### config.mk
export PLATFORM = sky130hd
export DESIGN_NAME = irq_redir_regs
export DESIGN_NICKNAME = d
export VERILOG_FILES = /design/src/rtl/irqr_pkg.sv /design/src/rtl/irqr_decode.sv /design/src/rtl/irqr_entry.sv /design/src/rtl/irqr_rdmux.sv /design/src/rtl/irq_redir_regs.sv
export SDC_FILE = /design/constraint.sdc
export NUM_CORES = 2
export LEC_CHECK = 0
export ABC_AREA = 1
export BUFFER_PORTS_ARGS = -buffer_cell sky130_fd_sc_hd__buf_2
export CAP_MARGIN = 20
export CORE_MARGIN = 2
export CORE_UTILIZATION = 40
export CTS_BUF_LIST = sky130_fd_sc_hd__clkbuf_4 sky130_fd_sc_hd__clkbuf_8
export DETAILED_ROUTE_END_ITERATION = 8
export GPL_TIMING_DRIVEN = 0
export HOLD_SLACK_MARGIN = 0.06
export PLACE_DENSITY = 0.62
export SLEW_MARGIN = 20
export SYNTH_ARGS = -nofsm -noshare
export SYNTH_HDL_FRONTEND = slang
export SYNTH_SLANG_ARGS = --single-unit
### constraint.sdc
create_clock -name clk_i -period 3 [get_ports clk_i]
set_clock_uncertainty 0.05 [all_clocks]
set_input_delay 0.6 -clock clk_i [delete_from_list [all_inputs] [get_ports clk_i]]
set_output_delay 0.6 -clock clk_i [all_outputs]
set_load 0.02 [all_outputs]
### src/rtl/irqr_pkg.sv
package irqr_pkg;
  localparam logic [7:0] OFF_SEL = 8'h00;
  localparam logic [7:0] OFF_WIN = 8'h10;
  localparam logic [7:0] OFF_EOI = 8'h40;

  localparam logic [7:0] SEL_ID  = 8'h00;
  localparam logic [7:0] SEL_VER = 8'h01;
  localparam logic [7:0] SEL_ARB = 8'h02;
  localparam logic [7:0] SEL_TBL = 8'h10;

  localparam int B_DSTAT = 12;
  localparam int B_RIRR  = 14;
  localparam int B_TRIG  = 15;
  localparam int B_MASK  = 16;
  localparam int ID_LSB  = 24;
  localparam int CNT_LSB = 16;

  localparam logic [2:0] FULL_SIZE = 3'd4;
  localparam logic [7:0] EOI_VERSION = 8'h20;

  typedef enum logic [1:0] {ACC_NONE, ACC_SEL, ACC_WIN, ACC_EOI} acc_e;
  typedef enum logic [2:0] {TGT_NONE, TGT_ID, TGT_VER, TGT_ARB, TGT_TBL} tgt_e;
endpackage

### src/rtl/irqr_decode.sv
module irqr_decode
  import irqr_pkg::*;
#(
  parameter int PINS = 24,
  localparam int IDX_W = $clog2(PINS)
) (
  input  logic [11:0]      addr_i,
  input  logic [2:0]       size_i,
  input  logic [7:0]       sel_i,
  output acc_e             acc_o,
  output logic             full_o,
  output tgt_e             tgt_o,
  output logic [IDX_W-1:0] idx_o,
  output logic             hi_o
);
  logic [7:0] off;
  logic [6:0] half;
  logic       in_tbl;
  logic       unused_hi_addr;

  assign unused_hi_addr = ^addr_i[11:8];
  assign off    = sel_i - SEL_TBL;
  assign half   = off[7:1];
  assign in_tbl = (sel_i >= SEL_TBL) && (int'(half) < PINS);
  assign idx_o  = half[IDX_W-1:0];
  assign hi_o   = sel_i[0];
  assign full_o = (size_i == FULL_SIZE);

  always_comb begin
    unique case (addr_i[7:0])
      OFF_SEL: acc_o = ACC_SEL;
      OFF_WIN: acc_o = ACC_WIN;
      OFF_EOI: acc_o = ACC_EOI;
      default: acc_o = ACC_NONE;
    endcase
  end

  always_comb begin
    unique case (sel_i)
      SEL_ID:  tgt_o = TGT_ID;
      SEL_VER: tgt_o = TGT_VER;
      SEL_ARB: tgt_o = TGT_ARB;
      default: tgt_o = in_tbl ? TGT_TBL : TGT_NONE;
    endcase
  end
endmodule

### src/rtl/irqr_entry.sv
module irqr_entry
  import irqr_pkg::*;
(
  input  logic        clk_i,
  input  logic        rst_ni,
  input  logic        wr_lo_i,
  input  logic        wr_hi_i,
  input  logic [31:0] wdata_i,
  input  logic        rirr_set_i,
  input  logic        rirr_clr_i,
  input  logic        dstat_i,
  output logic [63:0] entry_o
);
  localparam logic [63:0] ENT_RST = 64'h1 << B_MASK;

  logic [63:0] ent_q, ent_d;
  logic        rirr_nxt;

  always_comb begin
    ent_d = ent_q;
    if (wr_lo_i) ent_d[31:0]  = wdata_i;
    if (wr_hi_i) ent_d[63:32] = wdata_i;
    // hardware owns these two bits
    rirr_nxt = ent_q[B_RIRR];
    if (rirr_clr_i) rirr_nxt = 1'b0;
    if (rirr_set_i) rirr_nxt = 1'b1;
    ent_d[B_RIRR]  = rirr_nxt;
    ent_d[B_DSTAT] = dstat_i;
    if ((wr_lo_i || wr_hi_i) && !ent_d[B_TRIG]) ent_d[B_RIRR] = 1'b0;
  end

  always_ff @(posedge clk_i or negedge rst_ni) begin
    if (!rst_ni) ent_q <= ENT_RST;
    else         ent_q <= ent_d;
  end

  assign entry_o = ent_q;
endmodule

### src/rtl/irqr_rdmux.sv
module irqr_rdmux
  import irqr_pkg::*;
#(
  parameter int         PINS    = 24,
  parameter logic [7:0] VERSION = 8'h20,
  parameter int         ID_W    = 4,
  localparam int IDX_W = $clog2(PINS)
) (
  input  tgt_e                  tgt_i,
  input  logic [IDX_W-1:0]      idx_i,
  input  logic                  hi_i,
  input  logic [ID_W-1:0]       id_i,
  input  logic [PINS-1:0][63:0] entries_i,
  output logic [31:0]           data_o
);
  localparam logic [7:0] MAX_PIN = 8'(PINS - 1);

  always_comb begin
    data_o = '0;
    unique case (tgt_i)
      TGT_ID, TGT_ARB: data_o[ID_LSB +: ID_W] = id_i;
      TGT_VER: begin
        data_o[7:0]           = VERSION;
        data_o[CNT_LSB +: 8]  = MAX_PIN;
      end
      TGT_TBL: data_o = hi_i ? entries_i[idx_i][63:32] : entries_i[idx_i][31:0];
      default: data_o = '0;
    endcase
  end
endmodule

### src/rtl/irq_redir_regs.sv
module irq_redir_regs
  import irqr_pkg::*;
#(
  parameter int         PINS    = 24,
  parameter logic [7:0] VERSION = 8'h20,
  parameter int         ID_W    = 4,
  localparam int IDX_W = $clog2(PINS)
) (
  input  logic             clk_i,
  input  logic             rst_ni,
  input  logic             req_i,
  input  logic             we_i,
  input  logic [11:0]      addr_i,
  input  logic [2:0]       size_i,
  input  logic [31:0]      wdata_i,
  output logic             rvalid_o,
  output logic [31:0]      rdata_o,
  input  logic [PINS-1:0]  rirr_set_i,
  input  logic [PINS-1:0]  rirr_clr_i,
  input  logic [PINS-1:0]  dstat_i,
  output logic             tbl_wr_o,
  output logic [IDX_W-1:0] tbl_idx_o,
  output logic             eoi_valid_o,
  output logic [7:0]       eoi_vec_o
);
  localparam bit EOI_ON = (VERSION == EOI_VERSION);

  logic [7:0]            sel_q;
  logic [ID_W-1:0]       id_q;
  acc_e                  acc;
  tgt_e                  tgt;
  logic                  full, hi;
  logic [IDX_W-1:0]      idx;
  logic                  wr, rd, win_wr, tbl_wr, eoi_hit;
  logic [31:0]           win_data, rd_data;
  logic [PINS-1:0][63:0] entries;

  irqr_decode #(.PINS(PINS)) u_dec (
    .addr_i (addr_i),
    .size_i (size_i),
    .sel_i  (sel_q),
    .acc_o  (acc),
    .full_o (full),
    .tgt_o  (tgt),
    .idx_o  (idx),
    .hi_o   (hi)
  );

  assign wr      = req_i & we_i;
  assign rd      = req_i & ~we_i;
  assign win_wr  = wr && (acc == ACC_WIN) && full;
  assign tbl_wr  = win_wr && (tgt == TGT_TBL);
  assign eoi_hit = EOI_ON && wr && (acc == ACC_EOI) && full;

  for (genvar g = 0; g < PINS; g++) begin : g_ent
    irqr_entry u_ent (
      .clk_i      (clk_i),
      .rst_ni     (rst_ni),
      .wr_lo_i    (tbl_wr && !hi && (idx == IDX_W'(g))),
      .wr_hi_i    (tbl_wr &&  hi && (idx == IDX_W'(g))),
      .wdata_i    (wdata_i),
      .rirr_set_i (rirr_set_i[g]),
      .rirr_clr_i (rirr_clr_i[g]),
      .dstat_i    (dstat_i[g]),
      .entry_o    (entries[g])
    );
  end

  irqr_rdmux #(.PINS(PINS), .VERSION(VERSION), .ID_W(ID_W)) u_rdmux (
    .tgt_i     (tgt),
    .idx_i     (idx),
    .hi_i      (hi),
    .id_i      (id_q),
    .entries_i (entries),
    .data_o    (win_data)
  );

  always_comb begin
    unique case (acc)
      ACC_SEL: rd_data = {24'h0, sel_q};
      ACC_WIN: rd_data = full ? win_data : 32'h0;
      default: rd_data = 32'h0;
    endcase
  end

  always_ff @(posedge clk_i or negedge rst_ni) begin
    if (!rst_ni) begin
      sel_q       <= '0;
      id_q        <= '0;
      rvalid_o    <= 1'b0;
      rdata_o     <= '0;
      tbl_wr_o    <= 1'b0;
      tbl_idx_o   <= '0;
      eoi_valid_o <= 1'b0;
      eoi_vec_o   <= '0;
    end else begin
      rvalid_o    <= rd;
      rdata_o     <= rd ? rd_data : 32'h0;
      tbl_wr_o    <= tbl_wr;
      eoi_valid_o <= eoi_hit;
      if (tbl_wr)  tbl_idx_o <= idx;
      if (eoi_hit) eoi_vec_o <= wdata_i[7:0];
      if (wr && acc == ACC_SEL) sel_q <= wdata_i[7:0];
      if (win_wr && tgt == TGT_ID) id_q <= wdata_i[ID_LSB +: ID_W];
    end
  end
endmodule

Word level (Yosys, flattened, before mapping) --
Cells that the tools add are included. W data, S select, Z words.
Cells by class: $add $sub $neg 1, $mul 0, divide/modulo/power cells 0, $lt $le $gt $ge 3, eq/ne operators 35, shifts and indexed selects 0, muxes and demuxes 110, bitwise logic cells 3, reduce and logical (&&, ||, !) cells 159
Operators with widths (count):
- $mux W16 | 24
- $bmux W64 S5 | 1
- $mux W32 | 3
- $logic_and A1 B1 Y1 | 82
- $mux W1 | 72
- $reduce_bool A3 Y1 | 24
- $mux W64 | 1
- $pmux W32 S2 | 1
- $eq A5 B4 Y1 const B | 8
- $eq A5 B5 Y1 const B | 8
- $pmux W8 S2 | 2
- $logic_not A1 Y1 | 25
- $logic_or A1 B1 Y1 | 24
- $eq A5 B3 Y1 const B | 4
- $logic_not A8 Y1 | 2
- $eq A5 B2 Y1 const B | 2
- $pmux W3 S3 | 1
- $eq A8 B1 Y1 const B | 1
- $eq A8 B2 Y1 const B | 1
- $eq A8 B5 Y1 const B | 1
- $eq A8 B7 Y1 const B | 1
- $ge A8 B5 Y1 const B | 1
- $mux W8 | 1
- $pmux W4 S2 | 1
- 16 further kinds | 20
Word-level totals: bits in registers 1596, latch bits 0, bits in writable memories 0, ROM bits 0, input port bits 123, output and inout port bits 48, memories 0

Logic depth before layout (Yosys ltp) --
depth after elaboration 13, mapped depth 16, gate-level depth less buffers 15

Cells and area by module --
From an unflattened synthesis, not the netlist that was laid out.
Unflattened totals: cell total of the unflattened synthesis 10292, area, all modules 76777.4 sq um
Modules (own cells, without submodules):
- irqr_entry | instances 24, cells an instance 270, area an instance 2441.1 sq um, seq. area each 1602.8 sq um
- irqr_rdmux | instances 1, cells an instance 3441, area an instance 15283.4 sq um, seq. area each 0.0 sq um
- irq_redir_regs | instances 1, cells an instance 333, area an instance 2712.6 sq um, seq. area each 1501.4 sq um
- irqr_decode | instances 1, cells an instance 38, area an instance 195.2 sq um, seq. area each 0.0 sq um

Least setup slack after synthesis --
Ideal clock, no wire load.
path type input-to-reg, start input port addr_i[1], end register g_ent[16].u_ent.ent_q[29], setup time 0.135 ns, arrival 2.488 ns, setup slack 0.327 ns, stages 13, buffers on the path 3, path through nor4_1 > and2_1 > ha_1 > inv_1 > nor3_1 > nand2_4 > nor2_4 > buf_4 > nand2_1 > buf_2 > buf_2 > nand2_1 > o21ai_0
Between the ends: cells in the longest elaborated chain, start to end 8, elaborated cells on any way between the ends 10
RTL lines:
- start: declaration | RTL line irq_redir_regs.sv:13 | input logic [11:0] addr_i,
- $eq A8 B7 Y1 (tied with other cells) | RTL line irqr_decode.sv:30 | unique case (addr_i[7:0])
- $pmux W2 S3 (*) | RTL line irqr_decode.sv:30
- $eq A2 B2 Y1 (*) | RTL line irq_redir_regs.sv:51 | assign win_wr = wr && (acc == ACC_WIN) && full;
- $logic_and A1 B1 Y1 (*) (2 in a row) | RTL line irq_redir_regs.sv:51
- $logic_and A1 B1 Y1 (*) | RTL line irq_redir_regs.sv:52 | assign tbl_wr = win_wr && (tgt == TGT_TBL);
- $logic_and A1 B1 Y1 (*) (2 in a row) | RTL line irq_redir_regs.sv:59 | .wr_lo_i (tbl_wr && !hi && (idx == IDX_W'(g))),
- end signal: assignment | RTL line irqr_entry.sv:34 | else ent_q <= ent_d;
- end: declaration | RTL line irqr_entry.sv:16 | logic [63:0] ent_q, ent_d;
Every way passes the cells marked *; elsewhere a longest branch is shown, timed or not. A chain may end at the register's enable or synchronous reset.

Final worst setup path --
start register sel_q[2], end register rdata_o[22]
Between the ends: cells in the longest elaborated chain, start to end 10, elaborated cells on any way between the ends 18
RTL lines:
- start: declaration | RTL line irq_redir_regs.sv:28 | logic [7:0] sel_q;
- start signal: assignment | RTL line irq_redir_regs.sv:103 | if (wr && acc == ACC_SEL) sel_q <= wdata_i[7:0];
- $sub A8 B5 Y8 | RTL line irqr_decode.sv:22 | assign off = sel_i - SEL_TBL;
- $lt A7 B5 Y1 | RTL line irqr_decode.sv:24 | assign in_tbl = (sel_i >= SEL_TBL) && (int'(half) < PINS);
- $logic_and A1 B1 Y1 | RTL line irqr_decode.sv:24
- $mux W3 | RTL line irqr_decode.sv:43 | default: tgt_o = in_tbl ? TGT_TBL : TGT_NONE;
- $pmux W3 S3 | RTL line irqr_decode.sv:39 | unique case (sel_i)
- $eq A3 B3 Y1 or $eq A3 B2 Y1 (tied branches) | RTL line irqr_rdmux.sv:20 | unique case (tgt_i)
- $pmux W8 S2 (*) | RTL line irqr_rdmux.sv:20
- $mux W32 (*) | RTL line irq_redir_regs.sv:81 | ACC_WIN: rd_data = full ? win_data : 32'h0;
- $pmux W32 S2 (*) | RTL line irq_redir_regs.sv:79 | unique case (acc)
- $mux W32 (*) | RTL line irq_redir_regs.sv:98 | rdata_o <= rd ? rd_data : 32'h0;
- end signal: assignment | RTL line irq_redir_regs.sv:98
- end: declaration | RTL line irq_redir_regs.sv:17 | output logic [31:0] rdata_o,
Every way passes the cells marked *; elsewhere a longest branch is shown, timed or not. The select of a mux whose other input is x is not followed.

==> flow_metrics.py <==
metrics = {
    "placement": {
        "io_buffers": 165,
        "hpwl_um": 261500,
        "pre_cts_ws_ps": -1414,
        "placedCellCount": 10940,
        "place_area_um2": 74320,
        "gp_congestion": 1.029,
    },
    "layout": {
        "final_common_cell": "nand2_1",
        "stdcell_area_um2": 82870,
        "drive_gt1_share_pct": 13.99,
        "final_cells": 11540,
        "fin_nets": 9124,
        "area_growth_pct": 18.73,
        "fin_util_pct": 47.73,
        "layout_common_cells": "nand2_1 (2910), dfrtp_1 (1572), o21ai_0 (1209), nor2_1 (473), o21ai_1 (424)",
    },
    "critical_path": {
        "crit_top_cell": "o21ai_0",
        "cpMaxStageDelayCell": "o22ai_1",
        "ff2ff_setup_slack_ps": -190,
        "slowest_delay_ps": 450,
        "critical_path.endpoint": "rdata_o[22]$_DFF_PN0_",
        "critPathKind": "register to register",
        "critPathTopFamily": "simple AND/OR/NAND/NOR gates",
        "cp.arrival_ps": 4010,
        "startpoint_type": "register",
        "crit_path_start": "sel_q[2]$_DFFE_PN0P_",
        "crit_chain": "buf_4 -> nand2_4 -> buf_2 -> clkbuf_4 -> o22ai_1 -> o21ai_0 -> nand3_1 -> o21ai_0 -> nor2_1 -> nor2_2",
        "crit_required_ps": 3820,
        "end_kind": "register",
        "worstPathMaxFanout": 10,
        "cp_num_cells": 10,
        "reg2reg_depth": 10,
        "r2r_end": "rdata_o[22]$_DFF_PN0_",
        "reg2reg_from": "sel_q[2]$_DFFE_PN0P_",
        "path_buf_inv": 3,
    },
    "synth": {
        "seq_area_frac_synth_pct": 57.26,
        "yosys_warnings": 0,
        "synth_edf_count": 0,
        "synth.area.top_cells": "dfrtp_1 (56%), nand2_1 (16%), o21ai_0 (9.1%)",
        "ys_async_sr_fraction_pct": 100.0,
        "syn-num-nets": 8549,
        "ys_seq_elements": 1596,
        "syn-cell-area_um2": 69800,
        "avgSynthCellArea_um2": 8.288,
        "yosys.area.top_type": "dfrtp_1",
        "synth_flop_cell": "dfrtp_1",
        "synth_cells": 8421,
        "synth_top_area_share_pct": 56.36,
        "synth_cell_type_count": 31,
    },
    "sta": {
        "period_needed_ps": 3189,
        "timing.final.hold_violations": 0,
        "max_freq_mhz": 313.5,
        "setup_violations": 23,
        "tns_ps": -2108,
        "slew_headroom_pct": 11.14,
        "fin_ws_ps": -189.3,
        "holdWs_ps": 113.8,
        "drv_slew": 0,
        "period_share_pct": 106.3,
        "rsz0062_at_grt": "yes",
        "tightest_slew_ps": 1333,
    },
    "clock_tree": {
        "h-tree-depth": 5,
        "cts_buffer_depth": 4,
        "cts_sinks": 1596,
        "cts_buffers": 298,
        "cts_tree": "yes",
        "clock_latency_ps": 1090,
        "path_clk_slew_ps": 60,
        "cts_root_buf": "clkbuf_8",
    },
    "routing": {
        "via_count": 69440,
        "wl_per_cell_um": 31.81,
        "firstDrtPassIters": 6,
        "postRouteAntennaNets": 0,
        "viasPerCell": 6.017,
        "drt_iter0_drc": 11290,
        "drc": 0,
        "routed_wl_um": 367100,
    },
    "floorplan": {
        "boundaryPins": 171,
        "initial_utilization_pct": 40.20,
        "die_x_um": 421.7,
        "rows": 153,
        "core_area_um2": 173600,
        "die-area_um2": 177800,
        "die_y_um": 421.7,
    },
    "global_route": {
        "grt_pass1_wl_um": 503300,
        "grt_max_degree": 140,
        "grt-ovfl-total": 0,
        "grt_antenna_before_repair": 39,
        "grt_pass1_vias": 64050,
        "grt_util_all_layers_pct": 40.42,
    },
    "power": {
        "power.density_nw_per_um2": 590.1,
        "p_leak_nw": 39.15,
        "ir_drop_v": 0.0004470,
        "power_mw": 48.90,
    },
    "outcome": {
        "violations": "negative setup slack",
        "outcome": "finished, violations left",
    },
    "run": {
        "drv_cap": 0,
    },
    "worst_hold_path": {
        "hold_class": "input pin to register",
    },
}
## cell type report
class	count	area (µm²)
Clock inverter	37	326.6
Fill cell	17210	90760
Clock buffer	466	5907
Buffer	705	3966
Antenna cell	16	40.04
Sequential cell	1596	39970
Inverter	276	1050
Timing Repair Buffer	276	2406
Multi-Input combinational cell	5843	26300
Tap cell	2325	2909
## cells in the mapped netlist, types with 2 or more instances
cell         n
dfstp_2     24
inv_1      264
nor2_1     513
o21ai_0   1273
buf_1       42
inv_2        8
clkbuf_1   488
dfrtp_1   1572
buf_6        5
nand4_1     73
nand2_1   2925
buf_4       36
o21bai_1    25
and2_1       3
a21oi_1     59
o21ai_1    389
buf_2      135
nor3_1      16
clkinv_1     2
ha_1         5
nand2_4      3
o22ai_1    298
nand3_1    156
nor4_1       2
nor2_4       5
o22a_1      19
nand2_2     26
a22oi_1     52
## sequential cells by signal, summed over array words and instances (netlist names)
signal and flops:
eoi_valid_o 1, eoi_vec_o 8, g_ent.u_ent.entry_o 1536, id_q 4
rdata_o 32, rvalid_o 1, sel_q 8, tbl_idx_o 5
tbl_wr_o 1
## how the worst min path moves through the flow
stage,from,depth (start not counted),slack (ps),end
3_5_place_dp,g_ent[5].u_ent.entry_o[24]$_DFFE_PN0P_,2,420,g_ent[5].u_ent.entry_o[24]$_DFFE_PN0P_
2_1_floorplan,rst_ni,0,250,eoi_valid_o$_DFF_PN0_
5_1_grt,dstat_i[23],2,120,g_ent[23].u_ent.entry_o[12]$_DFF_PN0_
6_report,dstat_i[23],2,110,g_ent[23].u_ent.entry_o[12]$_DFF_PN0_
3_3_place_gp,g_ent[5].u_ent.entry_o[24]$_DFFE_PN0P_,2,410,g_ent[5].u_ent.entry_o[24]$_DFFE_PN0P_
4_1_cts,dstat_i[23],2,80,g_ent[23].u_ent.entry_o[12]$_DFF_PN0_
## cell families after synthesis
| family | Yosys count | share of synthesized area (%) |
|---|---|---|
| flops | 1596 | 57.26 |
| compound gates | 2115 | 16.08 |
| buf+inv | 982 | 5.776 |
| fa+ha+maj | 5 | 0.08963 |
| simple gates | 3723 | 20.79 |
## metal layers
| layer | GRT usage (%) | vias up | routed length, µm |
|---|---|---|---|
| li1 | - | 28670 | - |
| met1 | 52.30 | 34280 | 135700 |
| met5 | 0 | - | 163 |
| met3 | 13.75 | 1218 | 49580 |
| met4 | 27.39 | 20 | 30800 |
| met2 | 57.03 | 5249 | 150800 |
## timing repair
action / 4_1_cts / 5_1_grt
hold endpoints to repair: 534 / 0
gates cloned: 0 / 2
gates resized for setup: 377 / 361
endpoints found under the setup margin: 429 / 775
hold buffers: 79 / 0
pin swaps: 10 / 8
setup buffers: 3 / 1
## power breakdown
| group | total (mW) | switching (mW) | internal [mW] |
|---|---|---|---|
| Clock | 22.8 | 9.93 | 12.9 |
| Combinational | 4.49 | 3.59 | 0.905 |
| Sequential | 21.6 | 0.0335 | 21.6 |
| Total | 48.9 | 13.6 | 35.4 |
Power figures use the tool's default switching activity.
